==> src/rtl/edge_irq_pkg.sv <==
package edge_irq_pkg;

    localparam int SEL_W      = 4;
    localparam int FIELDS     = 4;
    localparam int REG_AW     = 4;
    localparam int SEL_BASE   = 8;

    localparam logic [REG_AW-1:0] ADR_RISE  = 4'd0;
    localparam logic [REG_AW-1:0] ADR_FALL  = 4'd1;
    localparam logic [REG_AW-1:0] ADR_IMASK = 4'd2;
    localparam logic [REG_AW-1:0] ADR_EMASK = 4'd3;
    localparam logic [REG_AW-1:0] ADR_PEND  = 4'd4;

    typedef struct packed {
        logic             imask;
        logic             emask;
        logic             rise_en;
        logic             fall_en;
        logic [SEL_W-1:0] sel;
    } line_cfg_t;

    function automatic logic [REG_AW-1:0] sel_addr(input int line);
        return REG_AW'(SEL_BASE + line / FIELDS);
    endfunction

    function automatic int sel_lsb(input int line);
        return SEL_W * (line % FIELDS);
    endfunction

endpackage

==> src/rtl/edge_irq_sync.sv <==
module edge_irq_sync #(
    parameter int W = 64
) (
    input  logic         clk,
    input  logic         rst,
    input  logic [W-1:0] d_i,
    output logic [W-1:0] q_o
);
    logic [W-1:0] stage1_q;
    logic [W-1:0] stage2_q;

    always_ff @(posedge clk) begin
        if (rst) begin
            stage1_q <= '0;
            stage2_q <= '0;
        end else begin
            stage1_q <= d_i;
            stage2_q <= stage1_q;
        end
    end

    assign q_o = stage2_q;
endmodule

==> src/rtl/edge_irq_regs.sv <==
module edge_irq_regs
    import edge_irq_pkg::*;
#(
    parameter int NL = 16,
    parameter int DW = 32
) (
    input  logic                  clk,
    input  logic                  rst,
    input  logic                  we_i,
    input  logic [REG_AW-1:0]     addr_i,
    input  logic [DW-1:0]         wdata_i,
    output logic [DW-1:0]         rdata_o,
    input  logic [NL-1:0]         pend_i,
    output line_cfg_t [NL-1:0]    cfg_o,
    output logic [NL-1:0]         clr_o
);
    logic [NL-1:0]             rise_q, fall_q, imask_q, emask_q;
    logic [NL-1:0][SEL_W-1:0]  sel_q;
    logic                      unused_hi;

    assign unused_hi = ^wdata_i;

    always_ff @(posedge clk) begin
        if (rst) begin
            rise_q  <= '0;
            fall_q  <= '0;
            imask_q <= '0;
            emask_q <= '0;
            sel_q   <= '0;
        end else if (we_i) begin
            case (addr_i)
                ADR_RISE:  rise_q  <= wdata_i[NL-1:0];
                ADR_FALL:  fall_q  <= wdata_i[NL-1:0];
                ADR_IMASK: imask_q <= wdata_i[NL-1:0];
                ADR_EMASK: emask_q <= wdata_i[NL-1:0];
                default: begin
                    for (int i = 0; i < NL; i++) begin
                        if (addr_i == sel_addr(i))
                            sel_q[i] <= wdata_i[sel_lsb(i) +: SEL_W];
                    end
                end
            endcase
        end
    end

    always_comb begin
        rdata_o = '0;
        case (addr_i)
            ADR_RISE:  rdata_o[NL-1:0] = rise_q;
            ADR_FALL:  rdata_o[NL-1:0] = fall_q;
            ADR_IMASK: rdata_o[NL-1:0] = imask_q;
            ADR_EMASK: rdata_o[NL-1:0] = emask_q;
            ADR_PEND:  rdata_o[NL-1:0] = pend_i;
            default: begin
                for (int i = 0; i < NL; i++) begin
                    if (addr_i == sel_addr(i))
                        rdata_o[sel_lsb(i) +: SEL_W] = sel_q[i];
                end
            end
        endcase
    end

    always_comb begin
        for (int i = 0; i < NL; i++) begin
            cfg_o[i].imask   = imask_q[i];
            cfg_o[i].emask   = emask_q[i];
            cfg_o[i].rise_en = rise_q[i];
            cfg_o[i].fall_en = fall_q[i];
            cfg_o[i].sel     = sel_q[i];
        end
    end

    assign clr_o = (we_i && addr_i == ADR_PEND) ? wdata_i[NL-1:0] : '0;

    // an interrupt-mask write is visible in the register one edge later
    a_r2_imask_write: assert property (@(posedge clk) disable iff (rst)
        (we_i && addr_i == ADR_IMASK) |=> (imask_q == $past(wdata_i[NL-1:0])));
endmodule

==> src/rtl/edge_irq_line.sv <==
module edge_irq_line
    import edge_irq_pkg::*;
#(
    parameter int NP = 4
) (
    input  logic          clk,
    input  logic          rst,
    input  logic [NP-1:0] pins_i,
    input  line_cfg_t     cfg_i,
    input  logic          clr_i,
    output logic          pend_o,
    output logic          irq_o,
    output logic          evt_o
);
    logic             cur;
    logic             prev_q;
    logic [SEL_W-1:0] sel_seen_q;
    logic             pend_q;
    logic             evt_q;
    logic             sel_stable;
    logic             rise_hit, fall_hit, hit;

    always_comb begin
        cur = 1'b0;
        for (int p = 0; p < NP; p++) begin
            if (cfg_i.sel == SEL_W'(p))
                cur = pins_i[p];
        end
    end

    assign sel_stable = (sel_seen_q == cfg_i.sel);
    assign rise_hit   = cur & ~prev_q & cfg_i.rise_en;
    assign fall_hit   = ~cur & prev_q & cfg_i.fall_en;
    assign hit        = (rise_hit | fall_hit) & sel_stable;

    always_ff @(posedge clk) begin
        if (rst) begin
            prev_q     <= 1'b0;
            sel_seen_q <= '0;
            pend_q     <= 1'b0;
            evt_q      <= 1'b0;
        end else begin
            prev_q     <= cur;
            sel_seen_q <= cfg_i.sel;
            evt_q      <= hit & cfg_i.emask;
            if (hit && cfg_i.imask)
                pend_q <= 1'b1;
            else if (clr_i)
                pend_q <= 1'b0;
        end
    end

    assign pend_o = pend_q;
    assign irq_o  = pend_q & cfg_i.imask;
    assign evt_o  = evt_q;

    // a pending bit only rises when the mask was set on that edge
    a_r6_pend_needs_mask: assert property (@(posedge clk) disable iff (rst)
        (pend_q && !$past(pend_q) && !$past(rst)) |-> $past(cfg_i.imask));

    // an event strobe requires the event mask
    a_r9_evt_needs_emask: assert property (@(posedge clk) disable iff (rst)
        (evt_q && !$past(rst)) |-> $past(cfg_i.emask));

    // a clear without a coincident masked transition empties the bit
    a_r7_clear_drops: assert property (@(posedge clk) disable iff (rst)
        ($past(clr_i) && !$past(hit && cfg_i.imask) && !$past(rst)) |-> !pend_q);

    // the cycle after a select change yields no strobe
    a_r10_sel_change_quiet: assert property (@(posedge clk) disable iff (rst)
        (!$past(rst) && (cfg_i.sel != $past(cfg_i.sel))) |=> !evt_q);
endmodule

==> src/rtl/edge_irq_ctrl.sv <==
module edge_irq_ctrl
    import edge_irq_pkg::*;
#(
    parameter int NUM_LINES = 16,
    parameter int NUM_PORTS = 4,
    parameter int DATA_W    = 32
) (
    input  logic                           clk,
    input  logic                           rst,
    input  logic [NUM_PORTS*NUM_LINES-1:0] port_pins_i,
    input  logic                           bus_we_i,
    input  logic [REG_AW-1:0]              bus_addr_i,
    input  logic [DATA_W-1:0]              bus_wdata_i,
    output logic [DATA_W-1:0]              bus_rdata_o,
    output logic [NUM_LINES-1:0]           irq_o,
    output logic [NUM_LINES-1:0]           evt_o
);
    localparam int NPINS = NUM_PORTS * NUM_LINES;

    logic [NPINS-1:0]             pins_sync;
    line_cfg_t [NUM_LINES-1:0]    cfg;
    logic [NUM_LINES-1:0]         clr;
    logic [NUM_LINES-1:0]         pend;

    edge_irq_sync #(.W(NPINS)) u_sync (
        .clk (clk),
        .rst (rst),
        .d_i (port_pins_i),
        .q_o (pins_sync)
    );

    edge_irq_regs #(.NL(NUM_LINES), .DW(DATA_W)) u_regs (
        .clk     (clk),
        .rst     (rst),
        .we_i    (bus_we_i),
        .addr_i  (bus_addr_i),
        .wdata_i (bus_wdata_i),
        .rdata_o (bus_rdata_o),
        .pend_i  (pend),
        .cfg_o   (cfg),
        .clr_o   (clr)
    );

    for (genvar n = 0; n < NUM_LINES; n++) begin : g_line
        logic [NUM_PORTS-1:0] line_pins;
        for (genvar p = 0; p < NUM_PORTS; p++) begin : g_port
            assign line_pins[p] = pins_sync[p*NUM_LINES + n];
        end
        edge_irq_line #(.NP(NUM_PORTS)) u_line (
            .clk    (clk),
            .rst    (rst),
            .pins_i (line_pins),
            .cfg_i  (cfg[n]),
            .clr_i  (clr[n]),
            .pend_o (pend[n]),
            .irq_o  (irq_o[n]),
            .evt_o  (evt_o[n])
        );
    end

    // outputs are quiet right after reset
    a_r1_quiet_after_reset: assert property (@(posedge clk)
        $past(rst) |-> (irq_o == '0 && evt_o == '0));

    // a request never stands without its pending bit
    a_r8_irq_has_pending: assert property (@(posedge clk) disable iff (rst)
        ((irq_o & ~pend) == '0));
endmodule

==> config.mk <==
export PLATFORM = sky130hd
export DESIGN_NAME = edge_irq_ctrl
export DESIGN_NICKNAME = d
export VERILOG_FILES = /design/src/rtl/edge_irq_pkg.sv /design/src/rtl/edge_irq_sync.sv /design/src/rtl/edge_irq_regs.sv /design/src/rtl/edge_irq_line.sv /design/src/rtl/edge_irq_ctrl.sv
export SDC_FILE = /design/constraint.sdc
export NUM_CORES = 1
export LEC_CHECK = 0
export BUFFER_PORTS_ARGS = -buffer_cell sky130_fd_sc_hd__buf_2
export CORE_MARGIN = 2
export CORE_UTILIZATION = 45
export DETAILED_ROUTE_END_ITERATION = 16
export SYNTH_ARGS = -nofsm -noshare
export SYNTH_HDL_FRONTEND = slang
export SYNTH_SLANG_ARGS = --single-unit
==> constraint.sdc <==
create_clock -name clk -period 2.1 [get_ports clk]
set_input_delay 0 -clock clk [delete_from_list [all_inputs] [get_ports clk]]
set_output_delay 0 -clock clk [all_outputs]
set_load 0.02 [all_outputs]
After elaboration in Yosys (flattened, before gate mapping)
Cells that the tools add are included.
{"block": "classes", "n_reduce_logical": 59, "n_bitwise": 161, "n_eq_ne": 72, "mux": 114}
{"cell": "4-bit by 2-bit equality test with 1-bit output (second input constant)", "n": 34}
{"cell": "1-bit bitwise AND", "n": 112}
{"cell": "1-bit two-way mux", "n": 96}
{"cell": "16-bit one-hot mux with 5 select lines", "n": 1}
{"cell": "4-bit by 1-bit equality test with 1-bit output (second input constant)", "n": 17}
{"cell": "4-bit zero test", "n": 17}
{"cell": "4-bit equality test", "n": 16}
{"cell": "4-bit two-way mux", "n": 16}
{"cell": "1-bit inverter", "n": 33}
{"cell": "2-bit nonzero test", "n": 16}
{"cell": "1-bit logical AND", "n": 17}
{"cell": "4-bit equality test (second input constant)", "n": 4}
{"cell": "16-bit two-way mux", "n": 1}
{"cell": "1-bit OR", "n": 16}
{"cell": "3-bit AND reduction", "n": 4}
{"cell": "2-bit AND reduction", "n": 4}
{"cell": "4-bit by 3-bit equality test with 1-bit output (second input constant)", "n": 1}
{"cell": "4-bit OR reduction", "n": 1}
{"block": "word_totals", "ff_bits": 368, "out_inout_bits": 64}

Depth between registers and ports, before layout
{"block": "logic_depth", "word_depth": 12, "depth_mapped": 7}

Cells and area by module
From an unflattened synthesis, not the netlist that was laid out.
{"block": "unflattened", "hier_cells": 1619, "hier_area_um2": 14906.8}
{"module": "edge_irq_regs", "area_each_um2": 6217.2, "instances": 1, "cells_per_inst": 837, "seq_area_each_um2": 2562.5}
{"module": "edge_irq_line", "area_each_um2": 326.6, "instances": 16, "cells_per_inst": 32, "seq_area_each_um2": 140.1}
{"module": "edge_irq_sync", "area_each_um2": 3464.6, "instances": 1, "cells_per_inst": 270, "seq_area_each_um2": 2562.5}

Worst setup path after synthesis
OpenSTA, ideal clock, no wires.
{"block": "synth_path", "path_type": "flip-flop to flip-flop", "from": "register u_regs.sel_q (netlist bit u_regs.cfg_o[64])", "to": "register g_line[8].u_line.pend_q", "stages_incl_launch_ff": 5, "required_ns": 2.013, "t_arrival_ns": 1.541, "synth_period_minus_slack_ns": 1.628, "setup_ns": 0.087, "n_path_buf": 0, "slack_ns": 0.472, "path_cell_list": "dfxtp_1 or3b_2 o22ai_1 mux2_2 o31ai_1"}
{"block": "synth_between", "elab_chain_cells": 12}
{"element": "from (decl)", "line": "edge_irq_regs.sv:18", "rtl": "logic [NL-1:0][SEL_W-1:0] sel_q;"}
{"element": "from (signal, indexed assignment)", "line": "edge_irq_regs.sv:39", "rtl": "sel_q[i] <= wdata_i[sel_lsb(i) +: SEL_W];"}
{"element": "4-bit zero test", "line": "edge_irq_line.sv:26", "rtl": "if (cfg_i.sel == SEL_W'(p))"}
{"element": "1-bit two-way mux (4 in a row)", "line": "edge_irq_line.sv:26"}
{"element": "1-bit inverter", "line": "edge_irq_line.sv:33", "rtl": "assign fall_hit = ~cur & prev_q & cfg_i.fall_en;"}
{"element": "1-bit bitwise AND (2 in a row)", "line": "edge_irq_line.sv:33"}
{"element": "1-bit OR", "line": "edge_irq_line.sv:34", "rtl": "assign hit = (rise_hit | fall_hit) & sel_stable;"}
{"element": "1-bit bitwise AND *", "line": "edge_irq_line.sv:34"}
{"element": "1-bit logical AND *", "line": "edge_irq_line.sv:46", "rtl": "if (hit && cfg_i.imask)"}
{"element": "1-bit two-way mux or 2-bit nonzero test (tied branches)"}
{"element": "to (signal assigned)", "line": "edge_irq_line.sv:40", "rtl": "pend_q <= 1'b0;"}
{"element": "to (signal assigned)", "line": "edge_irq_line.sv:47", "rtl": "pend_q <= 1'b1;"}
{"element": "to (signal assigned)", "line": "edge_irq_line.sv:49", "rtl": "pend_q <= 1'b0;"}
{"element": "to (decl)", "line": "edge_irq_line.sv:18", "rtl": "logic pend_q;"}
Mark *: on every way between the ends. The rest lies on a longest branch, timed or not.
A chain may end at the register's enable or synchronous reset.

Worst setup path after layout
{"block": "layout_path", "from": "register u_regs.sel_q (netlist bit u_regs.cfg_o[25])", "to": "output bus_rdata_o[13]"}
{"block": "layout_between", "elab_chain_cells": 5}
{"element": "4-bit two-way mux (4 in a row)", "line": "edge_irq_regs.sv:56", "rtl": "if (addr_i == sel_addr(i))"}
{"element": "16-bit one-hot mux with 5 select lines", "line": "edge_irq_regs.sv:48", "rtl": "case (addr_i)"}
{"element": "to (decl)", "line": "edge_irq_ctrl.sv:14", "rtl": "output logic [DATA_W-1:0] bus_rdata_o,"}
Every way passes these cells.

==> qor.csv <==
metric,value,unit
run status,"finished, final reports clean",
FF+latch area,7380,µm²
Die X-Extent,186,µm
CP max-delay cell,a221oi_1,
GPL Wtd Cong,0.910,
post-route ant nets,0,
Worst R2R Start,u_regs.cfg_o[64]$_SDFFE_PP0P_,
worst hold path class,in -> reg,
Critical Path Fanout Max,6,
peak supply drop,0.465,mV
routed wire length,39.1,mm
Post-synth EDFFs,0,
Netlist cell types,51,
CP arrival,2000,ps
"CTS clk-pin slew, worst paths",70,ps
Top Ports,167,
final std cells w/o fill,2217,
most frequent cells in the layout,"dfxtp_1 (360), nor2b_1 (215), nand2_1 (182)",
clock latency on the worst-skew pair,530,ps
fmax,499,MHz
R2R setup slack,100,ps
maxcap violations,0,
layout cells sized above 1,17.4,%
DRT Pass-1 Iters,5,
ys async rst share,0,%
Overall Global Routing Usage,22.7,%
# clock sinks,368,
largest cells by area after synthesis,"dfxtp_1 (50%), nor2b_1 (9.1%), mux2i_1 (7.8%)",
gr ovfl total,0,
yosys warns,0,
layout net count,1847,
vias per std cell,5.05,
worst path cell trace,mux2i_1 -> o2bb2ai_2 -> a221oi_1 -> a21oi_1 -> buf_2,
CTS H-tree depth,2,
die area,34400,µm²
# fillers,2947,
synthesized area,14800,µm²
Min-Delay Startpoint,bus_we_i,
n_diodes,0,
Post-CTS Setup Repair Bufs,0,
crit path kind,reg -> out,
Num CTS Buffers,39,
area of the multi-input gates,6670,µm²
"most common cell after layout, fill and taps aside",dfxtp_1,
synthesized area per cell,9.45,µm²
Slew headroom,53.1,%
pwr dens,833,nW/µm²
RR Endpoint,g_line[8].u_line.evt_o$_SDFF_PP0_,
initial antenna violation count,0,
Cells after Synth,1569,
skew final,22.0,ps
worst slew pin tran,703,ps
DRT iter0 DRCs,762,
Top delay family on crit path,compound AO/OA/AOI/OAI gates,
total number of placement rows,66,
top cell type by total area after synthesis,dfxtp_1,
Crit. End Element,output pin,
largest net degree at the start of global routing,77,
die height,186,µm
hold depth,5,
Starting Density,45.7,%
endpoints failing setup,0,
dpl hpwl,26.9,mm
IO buf count,134,
Max Slew Vio Count,0,
DRC,0,
setup TNS,0,ps
placed cells,2059,
post-synthesis sequential area ratio,49.7,%
Core ar.,32500,µm²
Layout area overhead,21.2,%
Lkg Pwr,0.00715,µW
Min-Delay Endpoint,u_regs.cfg_o[91]$_SDFFE_PP0P_,
Final Core Density,55.4,%
WL per Instance,17.6,µm
Worst Path Buf+Inv,1,
Final Critical Period,2000,ps
first-pass GRT wire length,60.1,mm
CTS tree,yes,
CP Launch Type,flip-flop,
Tcrit/Tclk final,95.4,%
Post-synth top flop,dfxtp_1,
largest stage delay on the critical path,410,ps
top-area cell type share of the netlist area,49.7,%
Critical Path RT,2100,ps
worst reg2reg path depth,4,
vias in the first global route,10500,
register bit total from synthesis,368,
via count,11200,
CTS Buffer Depth,3,
RSZ-0062 raised after global routing,false,
Fin. Hold Viols,0,
root buf cell,clkbuf_16,
-- routing by layer --
metal	track usage, %	vias to the layer above	wire length [µm]
met2	37.2	377	18000
met5	0	-	0
met1	31.5	5253	18100
li1	-	5515	-
met3	3.37	58	2290
met4	5.84	0	705
-- registers in the layout (all words and copies together), names as in the netlist --
signal / count
g_line.u_line.sel_seen_q: 64
u_regs.cfg_o: 64
u_sync.q_o: 64
u_sync.stage1_q: 64
g_line.u_line.evt_o: 16
g_line.u_line.pend_o: 16
g_line.u_line.prev_q: 16
u_regs.emask_q: 16
u_regs.fall_q: 16
u_regs.imask_q: 16
u_regs.rise_q: 16
-- worst max-delay path by stage --
stage	from	to	slack [ps]	cells past startpoint
finish	u_regs.cfg_o[25]$_SDFFE_PP0P_	bus_rdata_o[13]	100	5
global route	u_regs.cfg_o[41]$_SDFFE_PP0P_	bus_rdata_o[5]	20	5
CTS	u_regs.cfg_o[73]$_SDFFE_PP0P_	bus_rdata_o[5]	0.3	6
detailed placement	bus_addr_i[0]	u_regs.cfg_o[98]$_SDFFE_PP0P_	50	5
global placement	bus_addr_i[0]	bus_rdata_o[10]	110	7
floorplan	u_regs.cfg_o[64]$_SDFFE_PP0P_	g_line[8].u_line.pend_o$_SDFFE_PP0P_	470	4
-- Yosys cell counts (2+ instances only) --
cell       number
dfxtp_1       368
nor2b_1       215
nand2_1       182
a21oi_1       120
mux2i_1       115
clkbuf_1       82
nor2_1         66
buf_4          51
xnor2_1        48
nand2b_1       34
buf_2          27
and2_1         21
and3_1         16
nor3_1         16
o21ai_0        16
o22ai_1        16
or3_1          16
xor2_1         16
nand3_1        15
a31o_2         14
mux2_2         14
or3b_1         14
o2bb2ai_1      13
a221o_1         9
a22oi_1         9
o31a_1          9
buf_1           5
o31ai_1         4
a222oi_1        3
a31oi_1         3
inv_1           3
mux4_2          3
nand4_1         3
o311ai_0        3
buf_6           2
nor3b_2         2
or3b_2          2
-- cells by family (layout without fill, tap and decap cells) --
| group | Yosys count | in the layout | synth area share (%) |
|---|---|---|---|
| AO/OA/AOI/OAI | 224 | 224 | 9.46 |
| other | 1 | 16 | 0.0253 |
| XOR/XNOR | 64 | 64 | 3.78 |
| flip-flops | 368 | 368 | 49.7 |
| AND/OR/NAND/NOR | 609 | 609 | 21.8 |
| multiplexers | 132 | 132 | 9.28 |
| buffers and inverters | 171 | 362 | 5.95 |
-- metrics by stage --
| stage | worst slack [ps] | total power [µW] | area [µm²] | hold slack, ps |
|---|---|---|---|---|
| after floorplan | 472 | 7950 | 14900 | 128 |
| after detailed placement | 53.8 | 8300 | 15800 | 212 |
| final | 95.9 | 15000 | 18000 | 85.1 |
| after global placement | 111 | 8290 | 15800 | 209 |
| after global routing | 22.0 | 15500 | 18000 | 118 |
| after CTS | 0.297 | 15100 | 17900 | 66.8 |
-- power breakdown --
part / internal, µW / switching, µW / leakage (µW) / total, µW
Clock: 3930 / 2750 / 0.000600 / 6680
Combinational: 466 / 602 / 0.00355 / 1070
Sequential: 7150 / 72.0 / 0.00300 / 7220
Total: 11500 / 3420 / 0.00715 / 15000
-- worst register-to-register path: stages, from the launching register on --
cell and delay [ps]:
dfxtp_1 420, or3b_2 480, o22ai_1 320, mux2_2 400, nor3b_1 270
-- area by class of cell --
class / count / share of cell area (%)
Sequential cell: 368 / 41.1
Multi-Input combinational cell: 1045 / 37.1
Timing Repair Buffer: 286 / 11.8
Clock buffer: 61 / 6.23
Tap cell: 442 / 3.08
Clock inverter: 11 / 0.675
Inverter: 4 / 0.0836
-- what timing repair did --
| action | CTS | global route |
|---|---|---|
| pin swaps | 0 | 1 |
| setup endpoints to repair | 2 | 7 |
| resized for setup | 2 | 16 |
| endpoints found under the hold margin | 226 | 0 |
| hold buffers | 86 | 0 |
Power figures use the tool's default switching activity.
